[config.mk]
export PLATFORM = sky130hd
export DESIGN_NAME = hi_region_sel
export DESIGN_NICKNAME = d
export VERILOG_FILES = /design/src/rtl/hrs_pkg.sv /design/src/rtl/hrs_size_reg.sv /design/src/rtl/hrs_range_cmp.sv /design/src/rtl/hrs_sel_gen.sv /design/src/rtl/hi_region_sel.sv
export SDC_FILE = /design/constraint.sdc
export NUM_CORES = 1
export LEC_CHECK = 0
export CORE_AREA = 2 2 39 41
export DETAILED_ROUTE_END_ITERATION = 10
export DIE_AREA = 0 0 41 43
export GPL_ROUTABILITY_DRIVEN = 0
export PLACE_DENSITY_LB_ADDON = 0.2
export REMOVE_ABC_BUFFERS = 1
export SYNTH_ARGS = -nofsm -noshare
export SYNTH_HDL_FRONTEND = slang
export SYNTH_HIERARCHICAL = 1
export SYNTH_SLANG_ARGS = --single-unit
[constraint.sdc]
create_clock -name clk -period 2.35 [get_ports clk]
set_clock_uncertainty 0.1 [all_clocks]
set_input_delay 0.235 -clock clk [delete_from_list [all_inputs] [get_ports clk]]
set_output_delay 0.235 -clock clk [all_outputs]
set_load 0.02 [all_outputs]
[src/rtl/hrs_pkg.sv]
package hrs_pkg;
   typedef enum logic [1:0] {
      SZ_64K  = 2'd0,
      SZ_128K = 2'd1,
      SZ_256K = 2'd2,
      SZ_512K = 2'd3
   } hrs_size_e;

   localparam int HRS_ADDR_W    = 20;
   localparam int HRS_SIZE_W    = 2;
   localparam int HRS_MIN_SHIFT = 16;
endpackage

[src/rtl/hrs_size_reg.sv]
module hrs_size_reg #(
   parameter int SIZE_W     = hrs_pkg::HRS_SIZE_W,
   parameter int RESET_CODE = int'(hrs_pkg::SZ_64K)
) (
   input  logic              clk,
   input  logic              rst_n,
   input  logic              wr_en,
   input  logic [SIZE_W-1:0] wr_code,
   output logic [SIZE_W-1:0] code_q
);
   localparam logic [SIZE_W-1:0] RST_VAL = SIZE_W'(RESET_CODE);

   if (RESET_CODE < 0 || RESET_CODE >= (1 << SIZE_W)) begin : g_bad_reset
      initial $error("hrs_size_reg: reset code out of range");
   end

   always_ff @(posedge clk or negedge rst_n) begin
      if (!rst_n)     code_q <= RST_VAL;
      else if (wr_en) code_q <= wr_code;
   end

   assert_size_load_R4: assert property (@(posedge clk) disable iff (!rst_n)
      wr_en |=> code_q == $past(wr_code));
   assert_size_keep_R4: assert property (@(posedge clk) disable iff (!rst_n)
      !wr_en |=> $stable(code_q));
endmodule

[src/rtl/hrs_range_cmp.sv]
module hrs_range_cmp #(
   parameter int ADDR_W    = hrs_pkg::HRS_ADDR_W,
   parameter int SIZE_W    = hrs_pkg::HRS_SIZE_W,
   parameter int MIN_SHIFT = hrs_pkg::HRS_MIN_SHIFT,
   parameter int CMP_STYLE = 0
) (
   input  logic [ADDR_W-1:0] addr,
   input  logic [SIZE_W-1:0] code,
   output logic              hit
);
   localparam int NSIZE = 1 << SIZE_W;
   localparam logic [ADDR_W:0] TOP = (ADDR_W+1)'(1) << ADDR_W;

   if (MIN_SHIFT + NSIZE > ADDR_W) begin : g_bad_geom
      initial $error("hrs_range_cmp: largest window exceeds half the space");
   end
   if (CMP_STYLE != 0 && CMP_STYLE != 1) begin : g_bad_style
      initial $error("hrs_range_cmp: CMP_STYLE must be 0 or 1");
   end

   logic [NSIZE-1:0] in_win;

   for (genvar k = 0; k < NSIZE; k++) begin : g_size
      if (CMP_STYLE == 0) begin : g_mask
         assign in_win[k] = &addr[ADDR_W-1:MIN_SHIFT+k];
      end else begin : g_mag
         localparam logic [ADDR_W:0] BASE_K =
            TOP - ((ADDR_W+1)'(1) << (MIN_SHIFT + k));
         assign in_win[k] = ({1'b0, addr} >= BASE_K);
      end
   end

   assign hit = in_win[code];
endmodule

[src/rtl/hrs_sel_gen.sv]
module hrs_sel_gen #(
   parameter bit BOOT_ACTIVE = 1'b1
) (
   input  logic clk,
   input  logic rst_n,
   input  logic hit,
   input  logic cyc_start,
   input  logic cyc_end,
   input  logic hold,
   output logic sel_n
);
   localparam logic RST_SEL_N = ~BOOT_ACTIVE;

   logic sel_n_q;

   always_ff @(posedge clk or negedge rst_n) begin
      if (!rst_n)          sel_n_q <= RST_SEL_N;
      else if (hold)       sel_n_q <= 1'b1;
      else if (cyc_start)  sel_n_q <= ~hit;
      else if (cyc_end)    sel_n_q <= 1'b1;
   end

   assign sel_n = sel_n_q;

   assert_hold_forces_R5: assert property (@(posedge clk) disable iff (!rst_n)
      hold |=> sel_n);
   assert_start_hit_R3: assert property (@(posedge clk) disable iff (!rst_n)
      (cyc_start && !hold && hit) |=> !sel_n);
   assert_start_miss_R3: assert property (@(posedge clk) disable iff (!rst_n)
      (cyc_start && !hold && !hit) |=> sel_n);
   assert_cycle_stable_R6: assert property (@(posedge clk) disable iff (!rst_n)
      (!cyc_start && !cyc_end && !hold) |=> $stable(sel_n));
   assert_end_release_R7: assert property (@(posedge clk) disable iff (!rst_n)
      (cyc_end && !cyc_start) |=> sel_n);
endmodule

[src/rtl/hi_region_sel.sv]
module hi_region_sel #(
   parameter int ADDR_W      = hrs_pkg::HRS_ADDR_W,
   parameter int SIZE_W      = hrs_pkg::HRS_SIZE_W,
   parameter int MIN_SHIFT   = hrs_pkg::HRS_MIN_SHIFT,
   parameter int RESET_CODE  = int'(hrs_pkg::SZ_64K),
   parameter int CMP_STYLE   = 0,
   parameter bit BOOT_ACTIVE = 1'b1
) (
   input  logic              clk,
   input  logic              rst_n,
   input  logic [ADDR_W-1:0] bus_addr,
   input  logic              cyc_start,
   input  logic              cyc_end,
   input  logic              bus_hold,
   input  logic              size_we,
   input  logic [SIZE_W-1:0] size_code,
   output logic              win_sel_n
);
   logic [SIZE_W-1:0] code_q;
   logic              hit;

   hrs_size_reg #(.SIZE_W(SIZE_W), .RESET_CODE(RESET_CODE)) u_size (
      .clk(clk), .rst_n(rst_n), .wr_en(size_we), .wr_code(size_code),
      .code_q(code_q)
   );

   hrs_range_cmp #(.ADDR_W(ADDR_W), .SIZE_W(SIZE_W), .MIN_SHIFT(MIN_SHIFT),
                   .CMP_STYLE(CMP_STYLE)) u_cmp (
      .addr(bus_addr), .code(code_q), .hit(hit)
   );

   hrs_sel_gen #(.BOOT_ACTIVE(BOOT_ACTIVE)) u_sel (
      .clk(clk), .rst_n(rst_n), .hit(hit), .cyc_start(cyc_start),
      .cyc_end(cyc_end), .hold(bus_hold), .sel_n(win_sel_n)
   );

   assert_hit_upper_half_R2: assert property (@(posedge clk) disable iff (!rst_n)
      hit |-> bus_addr[ADDR_W-1]);
   assert_top_addr_hits_R9: assert property (@(posedge clk) disable iff (!rst_n)
      (cyc_start && !bus_hold && (&bus_addr)) |=> !win_sel_n);
endmodule

==> impl_metrics.tcl, run 1 <==
set metrics [dict create \
    status "finished clean" \
    grt_pass1_wl_um 634 \
    die-area_um2 1760 \
    cts-root-buf "clkbuf_4" \
    worst-path-max-fanout 2 \
    port_buffers 12 \
    ys_types 8 \
    via_per_inst 3.33 \
    firstDrtPassIters 2 \
    start_kind "flop" \
    ant_nets 0 \
    fin_setup_tns_ns 0 \
    synth_cells 13 \
    tightest_slew_ns 0.226 \
    grt-ovfl-total 0 \
    drive_gt1_share_pct 20.7 \
    clk_path_buf_depth 2 \
    fmax_ghz 0.664 \
    finalNetCount 58 \
    wl_per_cell_um 8.91 \
    die_w_um 41 \
    maxCapViolCount 0 \
    fin_total_pwr_uw 182 \
    ys_ff_latch 3 \
    n_antenna_cell 0 \
    yosysSeqAreaShare_pct 52.2 \
    antenna_found_initial 0 \
    fin_util_pct 22.4 \
    synth.avg_cell_area_um2 11.1 \
    io_pins 29 \
    ir_drop_v 0.000163 \
    crit_required_ns 2.02 \
    clk_pin_slew_ns 0.04 \
    synth.largest_area_cell "dfrtp_1" \
    timing.slew.headroom_pct 84.8 \
    die_y_um 43 \
    path_class "flop to output port" \
    core_area_um2 1380 \
    cellLeakagePower_nw 0.124 \
    critical_path.top_delay_family "buffers and inverters" \
    yosys_warnings 6 \
    dp_cells 41 \
    crit_path_end_kind "output port" \
    clock_sinks 3 \
    grt_pass1_vias 179 \
    cts_resized 0 \
    fin_crit_ns 1.51 \
    drc 0 \
    rows 14 \
    numCtsBuffers 3 \
    period_share_pct 64.1 \
    rsz0062_at_grt "no" \
    track_usage_pct 6.35 \
    drtIter0Drc 1 \
    p_per_area_nw_per_um2 586 \
    cts_setup_buffers 0 \
    grt_max_degree 4 \
    fill_cells 153 \
    hp-class "primary input to asynchronous set/reset pin" \
    path_buf_inv 1 \
    slew_viol_final 0 \
    clk_latency_ns 0.23 \
    final_cells 45 \
    finalWirelength_um 401 \
    finalHoldViolCount 0 \
    setup_viol_count_final 0 \
    crit_slowest_cell "clkdlybuf4s50_1" \
    start_util_pct 10.4 \
    via_count 150 \
    crit_arrival_ns 1.17 \
    syn_to_final_growth_pct 116 \
    yosysTopAreaCellShare_pct 52.2 \
    synth_area_um2 144 \
    cpPeakStageDelay_ns 0.60 \
    htree_levels 1 \
    yosys-top-cells-area "dfrtp_1 52%, mux2_2 16%, a211oi_2 8.7%, inv_1 7.8%, a31oi_1 4.3%" \
    postCtsHoldBufs 0 \
    cts_tree "built" \
    critical_path.cell_chain "clkdlybuf4s50_1" \
]
registers in the layout (all words and copies together), names as in the netlist:
signal / flops
u_sel/sel_n: 1
u_size/code_q: 2
area by class of cell:
type                    instances  area, um^2  share of cell area [%]
clock buffers                   4        26.3                    8.47
inverters                       3        11.3                    3.63
multi-input cells               7        57.6                    18.5
flip-flops and latches          3        75.1                    24.2
well taps                      16        20.0                    6.45
repair buffers                 12         120                    38.7
worst paths after layout:
kind	from	slack [ns]	endpoint	cells after the start
worst max-delay path	u_sel/sel_n	0.84	win_sel_n	1
worst min-delay path	rst_n	0.08	u_size/code_q[1]	1
worst max register to register	u_size/code_q[0]	1.33	u_sel/sel_n	3
worst min register to register	u_size/code_q[1]	0.45	u_size/code_q[1]	1
max in group asynchronous	rst_n	1.92	u_sel/sel_n	1
min in group clk	u_size/code_q[1]	0.45	u_size/code_q[1]	1
power by group:
| part | internal [mW] | switching, mW | total [mW] |
|---|---|---|---|
| Sequential | 0.0561 | 0.00334 | 0.0594 |
| Clock | 0.0636 | 0.0268 | 0.0905 |
| Combinational | 0.0228 | 0.00920 | 0.0320 |
logic make-up after synthesis:
group           synth area share [%]
simple gates                    4.35
compound gates                  20.0
flops                           52.2
buf+inv                         7.83
mux                             15.7
Yosys cell counts:
master	count
nor4_1	1
dfrtp_1	3
a211oi_2	1
mux2_2	2
o21ai_1	1
a21oi_1	1
inv_1	3
a31oi_1	1
per-stage QoR:
stage	hold WS (ns)	worst slack (ns)	cell area (um^2)
after floorplan	-0.161	1.43	144
after global placement	0.328	1.03	284
after detailed placement	0.331	0.994	284
after CTS	0.0814	0.820	310
after global routing	0.0901	0.784	310
final	0.0849	0.844	310
layout by cell type (no fill, tap or decap):
master	instances
a211oi_2	1
a21oi_1	1
a31oi_1	1
clkbuf_1	1
clkbuf_4	3
clkdlybuf4s50_1	12
dfrtp_1	3
inv_1	3
mux2_2	2
nor4_1	1
o21ai_1	1
layer usage:
metal	vias up	GRT usage (%)	wire length, um
li1	80	-	-
met1	57	5.86	204
met2	13	7.50	120
met3	0	6.28	75
met4	0	6.00	0
met5	-	0	0
No activity file was read; power rests on OpenSTA's default activity.
==> run 2, diff against run 1 <==
Clock period 2.35 ns to 1.4 ns, I/O delays scaled along.
==> run 2 against run 1 <==
Via count rose by 1.3%. Critical path depth unchanged. Register-to-register slack lost 0.95 ns. Hold slack better by 0.34 ns. Critical endpoint unchanged. Highest routed layer unchanged.
==> impl_metrics.tcl, run 2 (same netlist as run 1, synthesis figures left out) <==
set metrics [dict create \
    hp-class "primary input to flop" \
    crit_required_ns 1.16 \
    setup_viol_count_final 0 \
    path_class "flop to output port" \
    grt_pass1_wl_um 634 \
    n_antenna_cell 0 \
    die_w_um 41 \
    io_pins 29 \
    track_usage_pct 6.35 \
    port_buffers 12 \
    clock_sinks 3 \
    largest_register "u_size/code_q" \
    die_y_um 43 \
    ff2ff_setup_slack_ns 0.38 \
    whs_ns 0.421 \
    finalWirelength_um 413 \
    critical_path.top_delay_family "flip-flops" \
    numCtsBuffers 3 \
    fill_cells 153 \
    cts_tree "built" \
    fin_crit_ns 1.16 \
    antenna_found_initial 0 \
    drc 0 \
    firstDrtPassIters 2 \
    cts_setup_buffers 0 \
    finalNetCount 59 \
    crit_slowest_cell "dfrtp_1" \
    ant_nets 0 \
    via_per_inst 3.30 \
    mostFrequentLayoutCells "11 x clkdlybuf4s50_1, 3 x clkbuf_4, 3 x inv_1, 3 x dfrtp_1, 2 x mux2_2" \
    ir_drop_v 0.000276 \
    cts-root-buf "clkbuf_4" \
    fin_setup_tns_ns 0 \
    crit_arrival_ns 0.92 \
    clk_pin_slew_ns 0.04 \
    period_share_pct 82.5 \
    cellLeakagePower_nw 0.127 \
    tightest_slew_ns 0.226 \
    start_util_pct 10.4 \
    worst-path-max-fanout 2 \
    largest_register_ffs 2 \
    drtIter0Drc 1 \
    grt-ovfl-total 0 \
    rows 14 \
    timing.slew.headroom_pct 84.8 \
    fmax_ghz 0.866 \
    via_count 152 \
    p_per_area_nw_per_um2 962 \
    fin_total_pwr_uw 307 \
    drive_gt1_share_pct 20.0 \
    path_buf_inv 1 \
    clk_latency_ns 0.23 \
    htree_levels 1 \
    die-area_um2 1760 \
    slew_viol_final 0 \
    start_kind "flop" \
    finalHoldViolCount 0 \
    fin_util_pct 23.1 \
    grt_max_degree 4 \
    wl_per_cell_um 8.98 \
    syn_to_final_growth_pct 122 \
    final_common_cell "clkdlybuf4s50_1" \
    crit_path_end_kind "output port" \
    core_area_um2 1380 \
    grt_pass1_vias 179 \
    cpPeakStageDelay_ns 0.37 \
    maxCapViolCount 0 \
    critical_path.cell_chain "dlygate4sd2_1" \
    status "finished clean" \
    rsz0062_at_grt "no" \
    clk_path_buf_depth 2 \
]
run 2: cell types whose count changed in the layout (fill, tap and decap cells not counted):
cell / change
dlygate4sd3_1: +1
dlygate4sd2_1: +1
clkdlybuf4s50_1: -1
run 2: metrics by stage:
stage / std cells / setup slack, ns / instance area [um^2]
5_1_grt: 46 / 0.202 / 319
2_1_floorplan: 13 / 0.482 / 144
4_1_cts: 46 / 0.224 / 319
3_5_place_dp: 41 / 0.139 / 284
6_report: 46 / 0.245 / 319
3_3_place_gp: 41 / 0.172 / 284
run 2: path summary, 6_finish.rpt:
check	cells after the start	from	to
setup / recovery	1	u_sel/sel_n	win_sel_n
hold reg to reg	1	u_size/code_q[1]	u_size/code_q[1]
setup reg to reg	3	u_size/code_q[0]	u_sel/sel_n
max in group asynchronous	2	rst_n	u_sel/sel_n
hold / removal	2	cyc_start	u_sel/sel_n
min in group asynchronous	2	rst_n	u_size/code_q[1]
run 2: cell type report:
class	instances	area (um^2)	share of cell area, %
tap	16	20.0	6.27
multi-input combinational	7	57.6	18.0
clock buffer	4	26.3	8.24
timing repair buffer	13	129	40.4
sequential	3	75.1	23.5
inverter	3	11.3	3.53
run 2: per-layer routing:
layer	part of all wire [%]	global-route usage, %	wire length, um
met3	17	6.28	71
met5	0	0	0
met2	31	7.50	126
met1	52	5.86	214
met4	0	6.00	0
run 2: power by group:
group	total (mW)	internal, mW	switching [mW]
clock network	0.152	0.107	0.0450
logic	0.0552	0.0393	0.0160
registers	0.0997	0.0942	0.00556
total	0.307	0.240	0.0666
run 2: what timing repair did:
item,4_1_cts,5_1_grt
setup endpoints to repair,1,0
endpoints found under the hold margin,3,0
resized for setup,1,0
hold buffers,1,0
==> run 3, diff against run 2 <==
Clock period 1.4 ns to 1.06 ns, I/O delays scaled along.
==> run 3 against run 2 <==
Hold slack lost 0.030 ns. Non-clock buffer count up 1. Clock-buffer cell count stayed put. Via count up 9.2%. Critical endpoint is now u_sel/sel_n.
==> impl_metrics.tcl, run 3 (same netlist as run 1, synthesis figures left out) <==
set metrics [dict create \
    finalNetCount 60 \
    largest_register "u_size/code_q" \
    clk_latency_ns 0.23 \
    dp_cells 42 \
    htree_levels 1 \
    path_class "flop to flop" \
    switching_share_pct 21.2 \
    intPower_uw 319 \
    via_per_inst 3.53 \
    critical_path.cell_chain "o21ai_1 -> a211oi_2 -> a31oi_1" \
    cts-root-buf "clkbuf_4" \
    tightest_slew_ns 0.263 \
    drive_gt1_share_pct 25.8 \
    mostFrequentLayoutCells "11 x clkdlybuf4s50_1, 3 x clkbuf_4, 3 x inv_1, 3 x dfrtp_1, 2 x mux2_2" \
    largest_register_ffs 2 \
    worst-path-max-fanout 3 \
    fmax_ghz 1.01 \
    via_count 166 \
    numCtsBuffers 3 \
    p_per_area_nw_per_um2 1250 \
    reg2reg_to "u_sel/sel_n" \
    multi_input_area_um2 57.6 \
    wl_per_cell_um 9.19 \
    r2r_start "u_size/code_q[0]" \
    timing.slew.headroom_pct 82.3 \
    finalHoldViolCount 0 \
    track_usage_pct 6.13 \
    start_util_pct 10.4 \
    crit_path_end_kind "flop" \
    crit_start "u_size/code_q[0]" \
    drtIter0Drc 0 \
    antenna_found_initial 0 \
    status "finished clean" \
    drc 0 \
    ant_nets 0 \
    io_pins 29 \
    ir_drop_v 0.000466 \
    crit_required_ns 1.06 \
    fin_crit_ns 0.989 \
    crit_arrival_ns 0.99 \
    finalWirelength_um 432 \
    final_common_cell "clkdlybuf4s50_1" \
    grt_pass1_vias 172 \
    syn_to_final_growth_pct 124 \
    seq_area_um2 75.1 \
    die_w_um 41 \
    clkPwrFrac_pct 49.1 \
    hpwl_um 354 \
    rr_worst_depth 3 \
    cpPeakStageDelay_ns 0.37 \
    whs_ns 0.391 \
    cts_tree "built" \
    grt_pass1_wl_um 621 \
    period_share_pct 93.3 \
    start_kind "flop" \
    hp-class "primary input to flop" \
    firstDrtPassIters 1 \
    rows 14 \
    rsz0062_at_grt "no" \
    fin_total_pwr_uw 405 \
    p_comb_share_pct 18.4 \
    ff2ff_setup_slack_ns 0.07 \
    final_cells 47 \
    p_sw_uw 85.9 \
    n_antenna_cell 0 \
    grt-ovfl-total 0 \
    clk_path_buf_depth 2 \
    fin_util_pct 23.3 \
    port_buffers 12 \
    core_area_um2 1380 \
    seq_power_share_pct 32.4 \
    clock_sinks 3 \
    clk_pin_slew_ns 0.04 \
    die_y_um 43 \
    place_ws_ns -0.138 \
    grt_max_degree 4 \
    maxCapViolCount 0 \
    critPathCapture "u_sel/sel_n" \
    setup_viol_count_final 0 \
    layout_setup_ws_ns 0.0708 \
    slew_viol_final 0 \
    fill_cells 157 \
    die-area_um2 1760 \
    crit_slowest_cell "dfrtp_1" \
    cellLeakagePower_nw 0.131 \
]
## run 3: cell count changes in the layout (fill, tap and decap cells not counted)
cell / previous run / this run
buf_4: 0 / 1
dlygate4sd2_1: 1 / 0
buf_2: 0 / 1
## run 3: power by group through the flow
| stage | combinational, mW | clock (mW) | sequential (mW) |
|---|---|---|---|
| 6_report | 0.0747 | 0.199 | 0.131 |
| 5_1_grt | 0.0811 | 0.227 | 0.133 |
| 4_1_cts | 0.0760 | 0.210 | 0.132 |
| 3_5_place_dp | 0.0735 | 0 | 0.133 |
| 3_3_place_gp | 0.0716 | 0 | 0.133 |
| 2_1_floorplan | 0.0200 | 0 | 0.133 |
## run 3: per-stage QoR
step / setup TNS (ns) / cell area, um^2
after floorplan: 0 / 144
after global placement: -0.360 / 292
after detailed placement: -0.400 / 292
after CTS: 0 / 323
after global routing: 0 / 323
final: 0 / 323
## run 3: repair_timing
action,4_1_cts,5_1_grt
hold buffers,1,0
hold endpoints to repair,3,0
endpoints found under the setup margin,1,0
setup buffers,0,0
resized for setup,4,0
## run 3: how the worst min path moves through the flow
stage,startpoint,to,slack [ns],cells after the start
2_1_floorplan,rst_n,u_sel/sel_n,-0.29,0
3_3_place_gp,rst_n,u_sel/sel_n,0.20,1
3_5_place_dp,rst_n,u_sel/sel_n,0.21,1
4_1_cts,bus_hold,u_sel/sel_n,0.39,3
5_1_grt,size_code[0],u_size/code_q[0],0.39,2
6_report,bus_hold,u_sel/sel_n,0.39,3
## run 3: per-layer routing
metal | wire [um] | share of wire (%) | vias up | GRT usage (%)
li1 | - | - | 82 | -
met4 | 0 | 0 | 0 | 4.00
met1 | 182 | 42 | 69 | 5.81
met2 | 153 | 35 | 15 | 6.88
met5 | 0 | 0 | - | 0
met3 | 96 | 22 | 0 | 7.85
## run 3: final cells by class
cell class / count / share of cell area, %
tap: 16 / 6.20
timing repair buffer: 14 / 41.1
multi-input combinational: 7 / 17.8
inverter: 3 / 3.49
sequential: 3 / 23.3
clock buffer: 4 / 8.14
## run 3: critical path, delay by kind of cell (launching register included)
family / cells / cell delay (ns)
flops: 1 / 0.37
compound gates: 3 / 0.39
